==> src/rtl/cal_pkg.sv <==
package cal_pkg;
  localparam int FIELD_W = 8;

  typedef enum logic [2:0] {
    F_SEC  = 3'd0,
    F_MIN  = 3'd1,
    F_HOUR = 3'd2,
    F_DATE = 3'd3,
    F_WDAY = 3'd4,
    F_MON  = 3'd5,
    F_YEAR = 3'd6,
    F_NONE = 3'd7
  } field_e;

  function automatic logic [FIELD_W-1:0] bcd_inc(logic [FIELD_W-1:0] v);
    if (v[3:0] >= 4'd9) return {v[7:4] + 4'd1, 4'd0};
    return {v[7:4], v[3:0] + 4'd1};
  endfunction
endpackage

==> src/rtl/cal_wrap_ctr.sv <==
module cal_wrap_ctr
  import cal_pkg::*;
#(
  parameter logic [FIELD_W-1:0] LO   = 8'h00,
  parameter logic [FIELD_W-1:0] RST  = 8'h00,
  parameter logic [FIELD_W-1:0] MASK = 8'hFF
) (
  input  logic               clk_i,
  input  logic               rst_ni,
  input  logic               step_i,
  input  logic               wr_i,
  input  logic [FIELD_W-1:0] wr_data_i,
  input  logic [FIELD_W-1:0] hi_i,
  output logic [FIELD_W-1:0] val_o,
  output logic               carry_o
);
  logic [FIELD_W-1:0] val_q, val_d;
  logic               at_top;

  assign at_top  = (val_q >= hi_i);
  assign carry_o = step_i & at_top;

  always_comb begin
    val_d = val_q;
    if (wr_i)        val_d = wr_data_i & MASK;
    else if (step_i) val_d = at_top ? LO : bcd_inc(val_q);
  end

  always_ff @(posedge clk_i or negedge rst_ni) begin
    if (!rst_ni) val_q <= RST;
    else         val_q <= val_d;
  end

  assign val_o = val_q;
endmodule

==> src/rtl/cal_hour_ctr.sv <==
module cal_hour_ctr
  import cal_pkg::*;
(
  input  logic               clk_i,
  input  logic               rst_ni,
  input  logic               step_i,
  input  logic               wr_i,
  input  logic [6:0]         wr_data_i,
  output logic [FIELD_W-1:0] hour_o,
  output logic               carry_o
);
  // q[6]=12h mode, q[5]=PM or tens-2, q[4]=tens-1, q[3:0]=ones
  logic [6:0] q, d;
  logic [FIELD_W-1:0] inc24, inc12;
  logic mode12, pm;

  assign mode12 = q[6];
  assign pm     = q[5];
  assign inc24  = bcd_inc({2'b00, q[5:0]});
  assign inc12  = bcd_inc({3'b000, q[4:0]});

  always_comb begin
    d       = q;
    carry_o = 1'b0;
    if (wr_i) begin
      d = wr_data_i;
    end else if (step_i) begin
      if (mode12) begin
        if (q[4:0] == 5'h11) begin
          d[5]    = ~pm;
          d[4:0]  = 5'h12;
          carry_o = pm;           // 11 PM -> 12 AM ends the day
        end else if (q[4:0] >= 5'h12) begin
          d[4:0]  = 5'h01;
        end else begin
          d[4:0]  = inc12[4:0];
        end
      end else begin
        if (q[5:0] >= 6'h23) begin
          d[5:0]  = 6'h00;
          carry_o = 1'b1;
        end else begin
          d[5:0]  = inc24[5:0];
        end
      end
    end
  end

  always_ff @(posedge clk_i or negedge rst_ni) begin
    if (!rst_ni) q <= 7'h00;
    else         q <= d;
  end

  assign hour_o = {1'b0, q};
endmodule

==> src/rtl/cal_month_len.sv <==
module cal_month_len
  import cal_pkg::*;
(
  input  logic [4:0]         mon_i,
  input  logic               yr_tens_odd_i,
  input  logic [1:0]         yr_ones_lo_i,
  output logic [FIELD_W-1:0] last_day_o
);
  logic leap;

  // tens even: ones in {0,4,8}; tens odd: ones in {2,6}
  assign leap = (yr_ones_lo_i == {yr_tens_odd_i, 1'b0});

  always_comb begin
    unique case (mon_i)
      5'h02:                      last_day_o = leap ? 8'h29 : 8'h28;
      5'h04, 5'h06, 5'h09, 5'h11: last_day_o = 8'h30;
      default:                    last_day_o = 8'h31;
    endcase
  end
endmodule

==> src/rtl/bcd_calendar.sv <==
module bcd_calendar
  import cal_pkg::*;
(
  input  logic               clk_i,
  input  logic               rst_ni,
  input  logic               tick_i,
  input  logic               run_i,
  input  logic               wr_en_i,
  input  logic [2:0]         wr_sel_i,
  input  logic [FIELD_W-1:0] wr_data_i,
  output logic [FIELD_W-1:0] sec_o,
  output logic [FIELD_W-1:0] min_o,
  output logic [FIELD_W-1:0] hour_o,
  output logic [FIELD_W-1:0] date_o,
  output logic [FIELD_W-1:0] wday_o,
  output logic [FIELD_W-1:0] mon_o,
  output logic [FIELD_W-1:0] year_o
);
  logic tick_step;
  logic sec_c, min_c, hour_c, date_c, mon_c;
  logic unused_carry_wday, unused_carry_year;
  logic [FIELD_W-1:0] last_day;

  assign tick_step = tick_i & run_i & ~wr_en_i;

  function automatic logic wr_hit(field_e f);
    return wr_en_i && (wr_sel_i == f);
  endfunction

  cal_wrap_ctr #(.LO(8'h00), .RST(8'h00), .MASK(8'h7F)) u_sec (
    .clk_i, .rst_ni, .step_i(tick_step), .wr_i(wr_hit(F_SEC)), .wr_data_i,
    .hi_i(8'h59), .val_o(sec_o), .carry_o(sec_c));

  cal_wrap_ctr #(.LO(8'h00), .RST(8'h00), .MASK(8'h7F)) u_min (
    .clk_i, .rst_ni, .step_i(sec_c), .wr_i(wr_hit(F_MIN)), .wr_data_i,
    .hi_i(8'h59), .val_o(min_o), .carry_o(min_c));

  cal_hour_ctr u_hour (
    .clk_i, .rst_ni, .step_i(min_c), .wr_i(wr_hit(F_HOUR)),
    .wr_data_i(wr_data_i[6:0]), .hour_o, .carry_o(hour_c));

  cal_month_len u_mlen (
    .mon_i(mon_o[4:0]), .yr_tens_odd_i(year_o[4]), .yr_ones_lo_i(year_o[1:0]),
    .last_day_o(last_day));

  cal_wrap_ctr #(.LO(8'h01), .RST(8'h01), .MASK(8'h3F)) u_date (
    .clk_i, .rst_ni, .step_i(hour_c), .wr_i(wr_hit(F_DATE)), .wr_data_i,
    .hi_i(last_day), .val_o(date_o), .carry_o(date_c));

  cal_wrap_ctr #(.LO(8'h01), .RST(8'h01), .MASK(8'h07)) u_wday (
    .clk_i, .rst_ni, .step_i(hour_c), .wr_i(wr_hit(F_WDAY)), .wr_data_i,
    .hi_i(8'h07), .val_o(wday_o), .carry_o(unused_carry_wday));

  cal_wrap_ctr #(.LO(8'h01), .RST(8'h01), .MASK(8'h1F)) u_mon (
    .clk_i, .rst_ni, .step_i(date_c), .wr_i(wr_hit(F_MON)), .wr_data_i,
    .hi_i(8'h12), .val_o(mon_o), .carry_o(mon_c));

  cal_wrap_ctr #(.LO(8'h00), .RST(8'h00), .MASK(8'hFF)) u_year (
    .clk_i, .rst_ni, .step_i(mon_c), .wr_i(wr_hit(F_YEAR)), .wr_data_i,
    .hi_i(8'h99), .val_o(year_o), .carry_o(unused_carry_year));
endmodule

==> config.mk <==
export PLATFORM = sky130hd
export DESIGN_NAME = bcd_calendar
export DESIGN_NICKNAME = d
export VERILOG_FILES = /design/src/rtl/cal_pkg.sv /design/src/rtl/cal_wrap_ctr.sv /design/src/rtl/cal_hour_ctr.sv /design/src/rtl/cal_month_len.sv /design/src/rtl/bcd_calendar.sv
export SDC_FILE = /design/constraint.sdc
export NUM_CORES = 1
export LEC_CHECK = 0
export ABC_CLOCK_PERIOD_IN_PS = 4700
export BUFFER_PORTS_ARGS = -buffer_cell sky130_fd_sc_hd__clkbuf_2
export CAP_MARGIN = 40
export CORE_ASPECT_RATIO = 1.5
export CORE_MARGIN = 4
export CORE_UTILIZATION = 35
export CTS_CLUSTER_SIZE = 28
export DETAILED_ROUTE_END_ITERATION = 10
export SLEW_MARGIN = 15
export SYNTH_ARGS = -nofsm -noshare
export SYNTH_HDL_FRONTEND = slang
export SYNTH_SLANG_ARGS = --single-unit
==> constraint.sdc <==
create_clock -name clk_i -period 4.7 [get_ports clk_i]
set_clock_uncertainty 0.1 [all_clocks]
set_input_delay 0.235 -clock clk_i [delete_from_list [all_inputs] [get_ports clk_i]]
set_output_delay 0.235 -clock clk_i [all_outputs]
set_load 0.1 [all_outputs]
==> results of run 1 <==
-- flip-flops by register name (all words and copies together) (netlist names) --
register / cells
u_hour.q: 7
u_sec.val_o: 8
u_wday.val_o: 8
u_min.val_o: 8
u_mon.val_o: 8
u_date.val_o: 8
u_year.val_o: 8
-- cell families (layout without fill, tap and decap cells) --
logic type	count (synthesis)	count (layout)
AOI/OAI and AO/OA	130	130
xor gates and xnor gates	4	4
adders and majority gates	40	40
buffers and inverters	51	116
DFF	55	55
muxes	6	6
other	1	1
and+or+nand+nor	172	172
-- per-stage QoR --
step	hold slack [ns]	utilization, %
after floorplan	-0.161	-
after global placement	0.333	40.0
final	-0.0387	41.3
after detailed placement	0.338	40.0
after global routing	0.0410	41.3
after CTS	0.0188	41.3
-- report_power, final --
part	internal, mW	leakage [nW]	switching [mW]
logic	0.293	1.36	1.13
clock network	0.198	0.0669	0.182
registers	0.579	0.678	0.181
-- per-layer routing --
| layer | vias up | global-route usage, % |
|---|---|---|
| met4 | 0 | 6.62 |
| met1 | 1789 | 21.4 |
| li1 | 1780 | - |
| met3 | 14 | 2.71 |
| met5 | - | 0 |
| met2 | 80 | 29.4 |
-- worst max-delay path: cells and delay by family, from the launching register on --
kind                       cells  cell delay [ns]
DFF                            1             0.40
adders and majority gates      2             0.48
and+or+nand+nor                4             1.28
buffers and inverters          1             0.11
AOI/OAI and AO/OA              4             0.96
muxes                          1             0.25
-- cell usage after synthesis (all sizes together), types with 5 or more instances --
library cell | number | area, sq um
nor3b | 6 | 50.1
clkbuf | 6 | 22.5
nor2 | 41 | 159
buf | 11 | 82.6
and2 | 5 | 31.3
nand3 | 19 | 100
nand2 | 47 | 176
o221ai | 5 | 43.8
a22oi | 6 | 45.0
nand4 | 5 | 31.3
a21oi | 30 | 154
o31ai | 6 | 45.0
ha | 40 | 500
o21ai | 38 | 194
inv | 34 | 128
and3 | 8 | 50.1
a31oi | 7 | 43.8
a221o | 5 | 50.1
dfrtp | 52 | 1300
o31a | 5 | 43.8
nor3 | 11 | 71.3
-- path summary, 6_finish.rpt --
kind / startpoint / slack (ns) / end / cells past startpoint
min in group clk_i: wr_data_i[6] / 0.17 / u_hour.q[6] / 3
max: u_mon.val_o[0] / 0.97 / u_year.val_o[0] / 12
max in group asynchronous: rst_ni / 4.03 / u_sec.val_o[4] / 2
max reg2reg: u_mon.val_o[0] / 0.97 / u_year.val_o[0] / 12
min: rst_ni / -0.04 / u_mon.val_o[7] / 2
min reg2reg: u_mon.val_o[7] / 0.42 / u_mon.val_o[7] / 1
-- area by class of cell --
cell class	instances	area (sq um)
multi-input combinational	353	2370
clock inverter	2	12.5
inverter	34	128
timing repair buffer	74	380
fill	1132	6530
tap	147	184
clock buffer	6	129
sequential	55	1380
==> impl_results.md, run 1 <==
- Ratio of cells with drive above 1 in the final layout: between 15 and 20%
- Peak supply drop: around 0.45 mV
- Core box area: between 0.01 and 0.015 sq mm
- DR WL/cell: around 17 um
- Setup TNS: 0 ns
- Worst EP arrival: between 3 and 4 ns
- DRC: 0
- Max-cap violations: 0
- Post-route insts no fill: 671
- Root Buffer: clkbuf_16
- Leak Pwr: ~2.1 nW
- Synth Warn #: 0
- TritonCTS sink count: between 50 and 60
- Crit path capture type: flip-flop
- Slowest stage delay, CP: about 0.63 ns
- Synth Area in Adders: between 10% and 20%
- Slew @ Worst Pin: between 0.7 and 0.8 ns
- Remaining antenna violation count: 0
- Post-synth EDFFs: 0
- Mapped Cells: approximately 460
- Placed cell areas: roughly 0.0044 sq mm
- Die H: around 140 um
- Hold Path Class: in2async
- Num CTS Buffers: 5
- Slew headroom: ~48%
- Fmax: around 0.27 GHz
- Pre-antenna DRT Iters: 4
- Max-slew violations: 0
- Final worst slack: a little under 1 ns
- Finished Cell Area: 0.00459 sq mm
- Pwr dens: ~560 mW/mm^2
- Post-Synth XOR/XNOR Area: 0.879%
- Layout area overhead: 15.1%
- Ports: 72
- Avg Vias per Cell: 5.46
- Unrepaired setup endpoints after global routing: no
- Initial antenna violation count: 0
- Critical path fanouts, max: 11
- Gpl congestion: just under 0.9
- Yosys reg bits: 55
- CP Cell Sequence: inv_1 -> ha_1 -> nor4b_1 -> o21ai_0 -> o211a_1 -> ha_1 -> nor4b_1 -> o221ai_1 -> nand2_1 -> nor3_2 -> mux2i_1 -> o21ai_1
- Routed WL: 11.3 mm
- Clock Path Buffers: 2
- DR top layer: met4
- Post-synthesis compound-gate area fraction: 21.4%
- Critical path launch point type: flip-flop
- Post-DP HPWL: just over 8 mm
- CTS tree: yes
- Met2 WL: just under 6 mm
- DIE AREA: 0.0132 sq mm
- Post-CTS sizing: 0
- Critical path type: reg2reg
- Routed vias: ~3700
- Distinct cells, synth: slightly below 70
- Mux share of post-synthesis cell area: under 10%
- Post-synthesis sequential area ratio: 34.6%
- Syn nets: 515
- Largest net degree at the start of global routing: 56
- Outcome: finished, violations left
- Min cycle time layout: between 3 and 4 ns
- Worst skew pair latency: 0.30 ns
- Synth Area per Inst: about 8.7 sq um
- Commonest non-fill, non-tap cell in the layout: clkbuf_2
- DR WL met3: roughly 440 um
- Worst endpoint required time: roughly 4.8 ns
- Row Count: 47
- WHS: -0.0387 ns
- DIE WIDTH: 95.1 um
- Hold buffer count at cts: 0
- H-tree depth: 2
- N_diodes: 0
- Final Setup Violations: 0
- Worst slack, placed: ~1.0 ns
- Vias in the first global route: 3654
- Simple-Gate Fraction of Synth Area: 23.0%
- Largest family of logic cells by synthesized area: simple AND/OR/NAND/NOR gates
- Violated checks: negative hold slack
- Initial DRC count: approximately 170
- Clk slew on worst S/H paths: ~0.080 ns
- Final Hold Viols: 21
- Post-layout net count: between 500 and 600
- Most frequent cells in the layout: clkbuf_2, dfrtp_1, nand2_1, ha_1, nor2_1
- I/O Buffers: 70
- Placed cells: approximately 660
- Final Power: 2.56 mW
- First-pass GRT wire length: about 18 mm
- Met1 WL: 4.81 mm
- CP max-delay cell: nor3_2
- Fin crit share: between 70% and 80%
- Starting density of the core: between 30 and 40%
- Fraction of registers with async set/reset: 100%
- Area of the mapped netlist: between 0.003 and 0.004 sq mm
- Grt ovf: 0
- Main synth FF type: dfrtp_1
- Total track usage: between 10% and 20%
- Setup bufs post-CTS: 0
Note: power is estimated with default switching activity, not from simulation.
==> run 2: changes to the inputs <==
- ABC_CLOCK_PERIOD_IN_PS: 4700 -> 3600
- clock period: 4.7 -> 3.6 ns (I/O delays scaled with it)
==> run 2 against run 1 <==
The run now ends clean. Total power is 30% higher. Count of clock-buffer cells in the layout is 2 higher. Largest cell class unchanged. Flip-flop and latch count stayed put. First-iteration DRC count is 0.58% lower. Register-to-register slack worse by 0.50 ns. Routed wire length is 0.20% lower. Maximum frequency is 19% higher. Combinational power is 31% higher. Cell area is 1.2% higher. Clock power is 27% higher.
==> impl_results.md, run 2 (synthesis gave the netlist of run 1 again) <==
- Clk slew on worst S/H paths: around 0.07 ns
- Met3 Track Usage GR: under 10%
- R2R Setup Slk: 0.48 ns
- Setup bufs post-CTS: 0
- Slew @ Worst Pin: 0.740 ns
- Die H: 139 um
- Worst skew pair latency: 0.29 ns
- Critical path launch point type: flip-flop
- Start of the worst register-to-register path: u_mon.val_o[0]
- Leak Pwr: approximately 2.1 nW
- Commonest non-fill, non-tap cell in the layout: clkbuf_2
- Num CTS Buffers: 5
- H-tree depth: 2
- Ports: 72
- Pwr dens: approximately 720 mW/mm^2
- Worst setup path endpoint: u_date.val_o[2]
- TritonCTS sink count: 55
- Min cycle time layout: ~3.1 ns
- Unrepaired setup endpoints after global routing: no
- Gpl congestion: about 0.91
- Routed WL: 11.2 mm
- Largest net degree at the start of global routing: 30
- Met2 usage: approximately 31%
- Total track usage: 17.5%
- R2r endpoint: u_date.val_o[2]
- Pre-antenna DRT Iters: 5
- Setup TNS: 0 ns
- Final worst slack: around 0.48 ns
- Slew headroom: roughly half
- Grt met1 use: between 20% and 30%
- I/O Buffers: 70
- Worst Setup SP: u_mon.val_o[0]
- Layout area overhead: 16.5%
- Peak supply drop: between 0.7 and 0.8 mV
- Grt ovf: 0
- Crit path capture type: flip-flop
- Final Power: between 3 and 4 mW
- Post-route insts no fill: ~680
- CTS tree: yes
- Final Setup Violations: 0
- Remaining antenna violation count: 0
- Avg Vias per Cell: roughly 5.5
- DIE AREA: between 0.01 and 0.015 sq mm
- Worst slack, placed: approximately 0.33 ns
- Routed vias: between 3000 and 4000
- Final Hold Viols: 0
- Placed cells: between 600 and 700
- Outcome: complete, no violations
- DRC: 0
- Worst endpoint required time: between 3 and 4 ns
- Critical path type: reg2reg
- Hold Path Class: in2reg
- Initial DRC count: 172
- Number of fill cells: between 1000 and 1500
- Starting density of the core: 35.9%
- Core box area: 0.0111 sq mm
- Vias in the first global route: approximately 3700
- Ratio of cells with drive above 1 in the final layout: 20.4%
- Root Buffer: clkbuf_16
- Most frequent cells in the layout: clkbuf_2, dfrtp_1, nand2_1, ha_1, nor2_1
- Initial antenna violation count: 0
- Post-DP HPWL: approximately 8.5 mm
- Worst EP arrival: about 3.3 ns
- Fmax: roughly 0.32 GHz
- DR WL/cell: 16.6 um
- DIE WIDTH: 95.1 um
- First-pass GRT wire length: roughly 19 mm
- R2r worst-path depth: 13
- Clock Path Buffers: 2
- Fin crit share: between 80 and 90%
- Critical path fanouts, max: 6
- N_diodes: 0
- Max-slew violations: 0
- Post-layout net count: 584
- Row Count: 47
- Top Usage Layer GRT: met2
- Max-cap violations: 0
## run 2: cell count changes in the layout (fill, tap and decap cells not counted)
| cell | previous run | this run |
|---|---|---|
| buf_4 | 4 | 7 |
| clkbuf_1 | 1 | 3 |
| buf_12 | 0 | 1 |
| clkinv_2 | 1 | 0 |
| clkinvlp_4 | 1 | 0 |
| dfrtp_1 | 52 | 51 |
| dfrtp_2 | 0 | 1 |
| dlygate4sd3_1 | 0 | 1 |
| nor4b_1 | 4 | 3 |
| nor4b_2 | 0 | 1 |
## run 2: how the worst min path moves through the flow
stage	start	end	slack [ns]	depth (start not counted)
floorplan	rst_ni	u_date.val_o[1]	-0.22	0
global placement	rst_ni	u_mon.val_o[3]	0.26	1
detailed placement	rst_ni	u_mon.val_o[3]	-0.05	1
CTS	wr_data_i[5]	u_hour.q[5]	0.13	3
global route	wr_data_i[5]	u_hour.q[5]	0.15	3
finish	wr_data_i[6]	u_hour.q[6]	0.13	3
## run 2: worst max-delay path, stage by stage, from the launching register on
cell and delay, ns:
dfstp_2 0.58, inv_1 0.08, ha_1 0.23, nor4b_2 0.18, o21ai_0 0.09, o211a_1 0.17, ha_1 0.22, nor4b_1 0.24
o221ai_1 0.28, buf_4 0.23, nor2_1 0.16, nand2_1 0.13, nor4_1 0.22, a221o_1 0.15
## run 2: metal layers
metal,up-vias,share of wire (%)
li1,1797,-
met1,1811,41
met2,108,52
met3,25,4.6
met4,0,2.8
met5,-,0
## run 2: cell type report
cell class | count | area [sq um] | share of cell area (%)
Timing Repair Buffer | 79 | 433 | 9.33
Sequential cell | 55 | 1380 | 29.8
Inverter | 34 | 128 | 2.75
Clock buffer | 8 | 136 | 2.94
Multi-Input combinational cell | 353 | 2380 | 51.3
Tap cell | 147 | 184 | 3.96
## run 2: through the flow
stage	cell area, sq um	hold slack (ns)	utilization, %
6_report	4640	0.126	41.8
5_1_grt	4640	0.148	41.8
4_1_cts	4630	0.129	41.7
3_5_place_dp	4490	-0.0531	40.4
3_3_place_gp	4470	0.259	40.2
2_1_floorplan	3990	-0.216	-
## run 2: where the power goes
group	switching, mW	internal [mW]	total (mW)
Combinational	1.48	0.389	1.87
Sequential	0.234	0.757	0.991
Clock	0.221	0.260	0.480
## run 2: repair_timing
item                                    4_1_cts  5_1_grt
hold buffers                                  1        0
gates resized for setup                       0        1
endpoints found under the setup margin        0        3
hold endpoints to repair                     53        0
==> run 3: changes to the inputs <==
- CORE_MARGIN: 4 -> 2
==> run 3 against run 2 <==
First-iteration DRC count is 38% higher. Total power is 3.5% higher. Cell area is 0.84% higher. Utilization is 0.57 points higher. Die area is 7.0% lower. Combinational power hardly changed. Critical path type unchanged.
==> impl_results.md, run 3 (synthesis gave the netlist of run 1 again) <==
- Slowest stage delay, CP: roughly 0.55 ns
- Setup bufs post-CTS: 0
- Row Count: 47
- Slew headroom: 48.0%
- Post-DP HPWL: between 8 and 9 mm
- Fin crit share: approximately nine tenths
- Most frequent cells in the layout: clkbuf_2, dfrtp_1, nand2_1, ha_1, nor2_1
- Initial DRC count: between 200 and 250
- Final Setup Violations: 0
- Starting density of the core: a little over a third
- Final worst slack: about 0.42 ns
- Grt ovf: 0
- Max-cap violations: 0
- Leak Pwr: ~2.2 nW
- TritonCTS sink count: 55
- Clock Path Buffers: 2
- Final Hold Viols: 0
- Largest net degree at the start of global routing: 27
- Pre-antenna DRT Iters: 4
- Worst slack, placed: -0.00394 ns
- Unrepaired setup endpoints after global routing: no
- Critical path launch point type: flip-flop
- Routed vias: between 3000 and 4000
- Core box area: about 0.011 sq mm
- DRC: 0
- Layout area overhead: 17.4%
- Fmax: between 0.3 and 0.4 GHz
- DIE WIDTH: 91.1 um
- Worst skew pair latency: 0.30 ns
- Slew @ Worst Pin: 0.777 ns
- Buf/Inv on CP: 1
- Hold Path Class: in2reg
- Pwr dens: approximately 740 mW/mm^2
- Placed cells: 668
- CP Cell Sequence: inv_1 -> ha_1 -> nor4b_2 -> o21ai_0 -> o211a_1 -> ha_1 -> nor4b_1 -> o221ai_2 -> nand3_2 -> or4_1 -> a31oi_1
- Outcome: complete, no violations
- Peak supply drop: between 0.5 and 0.6 mV
- Setup TNS: 0 ns
- Routed WL: roughly 11 mm
- Commonest non-fill, non-tap cell in the layout: clkbuf_2
- Avg Vias per Cell: roughly 5.5
- First-pass GRT wire length: around 18 mm
- N_diodes: 0
- DIE AREA: 0.0123 sq mm
- Worst endpoint required time: about 3.7 ns
- Ratio of cells with drive above 1 in the final layout: a little over a fifth
- Max-slew violations: 0
- Post-layout net count: 585
- Post-route insts no fill: between 600 and 700
- WHS: around 0.12 ns
- Worst path most repeated cell: ha_1
- Root Buffer: clkbuf_16
- H-tree depth: 2
- Delay-heaviest family, CP: simple AND/OR/NAND/NOR gates
- Crit path capture type: flip-flop
- Ports: 72
- Critical path type: reg2reg
- Die H: roughly 130 um
- Vias in the first global route: between 3000 and 4000
- Initial antenna violation count: 0
- I/O Buffers: 70
- Min cycle time layout: around 3.2 ns
- DR WL/cell: roughly 17 um
- CTS tree: yes
- Num CTS Buffers: 5
- CP max-delay cell: or4_1
- Clk slew on worst S/H paths: roughly 0.07 ns
- Critical path fanouts, max: 8
- Gpl congestion: just under 0.9
- Total track usage: about 19%
- Worst EP arrival: 3.30 ns
- Remaining antenna violation count: 0
[run 3: final timing paths]
check | startpoint | end | depth (start not counted) | slack (ns)
max | u_mon.val_o[0] | u_mon.val_o[4] | 11 | 0.42
min | wr_data_i[5] | u_hour.q[5] | 3 | 0.12
max reg2reg | u_mon.val_o[0] | u_mon.val_o[4] | 11 | 0.42
min reg2reg | u_min.val_o[7] | u_min.val_o[7] | 1 | 0.43
max in group asynchronous | rst_ni | u_wday.val_o[0] | 3 | 2.31
min in group asynchronous | rst_ni | u_sec.val_o[4] | 2 | 0.29
[run 3: layout make-up]
type / count / area [sq um]
clock inverter: 2 / 35.0
clock buffer: 6 / 139
fill: 1136 / 6380
inverter: 34 / 128
multi-input combinational: 353 / 2380
tap: 147 / 184
sequential: 55 / 1380
timing repair buffer: 80 / 428
[run 3: what timing repair did]
item                                    4_1_cts  5_1_grt
endpoints found under the hold margin        16        0
resized for setup                             1        1
endpoints found under the setup margin        2        2
hold buffers                                  1        0
[run 3: power breakdown]
group	internal (mW)	switching [mW]
Combinational	0.393	1.50
Sequential	0.757	0.226
Clock	0.347	0.240
Total	1.50	1.96
[run 3: per-layer routing]
metal	share of wire, %	track usage (%)
met1	41	22.4
met2	53	33.2
met3	3.3	2.51
met4	2.8	7.49
met5	0	0
[run 3: metrics by stage]
step | cell area, sq um | power, mW | util [%]
after detailed placement | 4480 | 2.87 | 40.6
after global routing | 4680 | 3.64 | 42.3
final | 4680 | 3.46 | 42.3
after floorplan | 3990 | 2.49 | -
after global placement | 4480 | 2.84 | 40.6
after CTS | 4670 | 3.47 | 42.3
[run 3: worst min-delay path, stage by stage]
cell	delay (ns)
clkbuf_2	0.18
nand2_1	0.07
o21ai_0	0.06
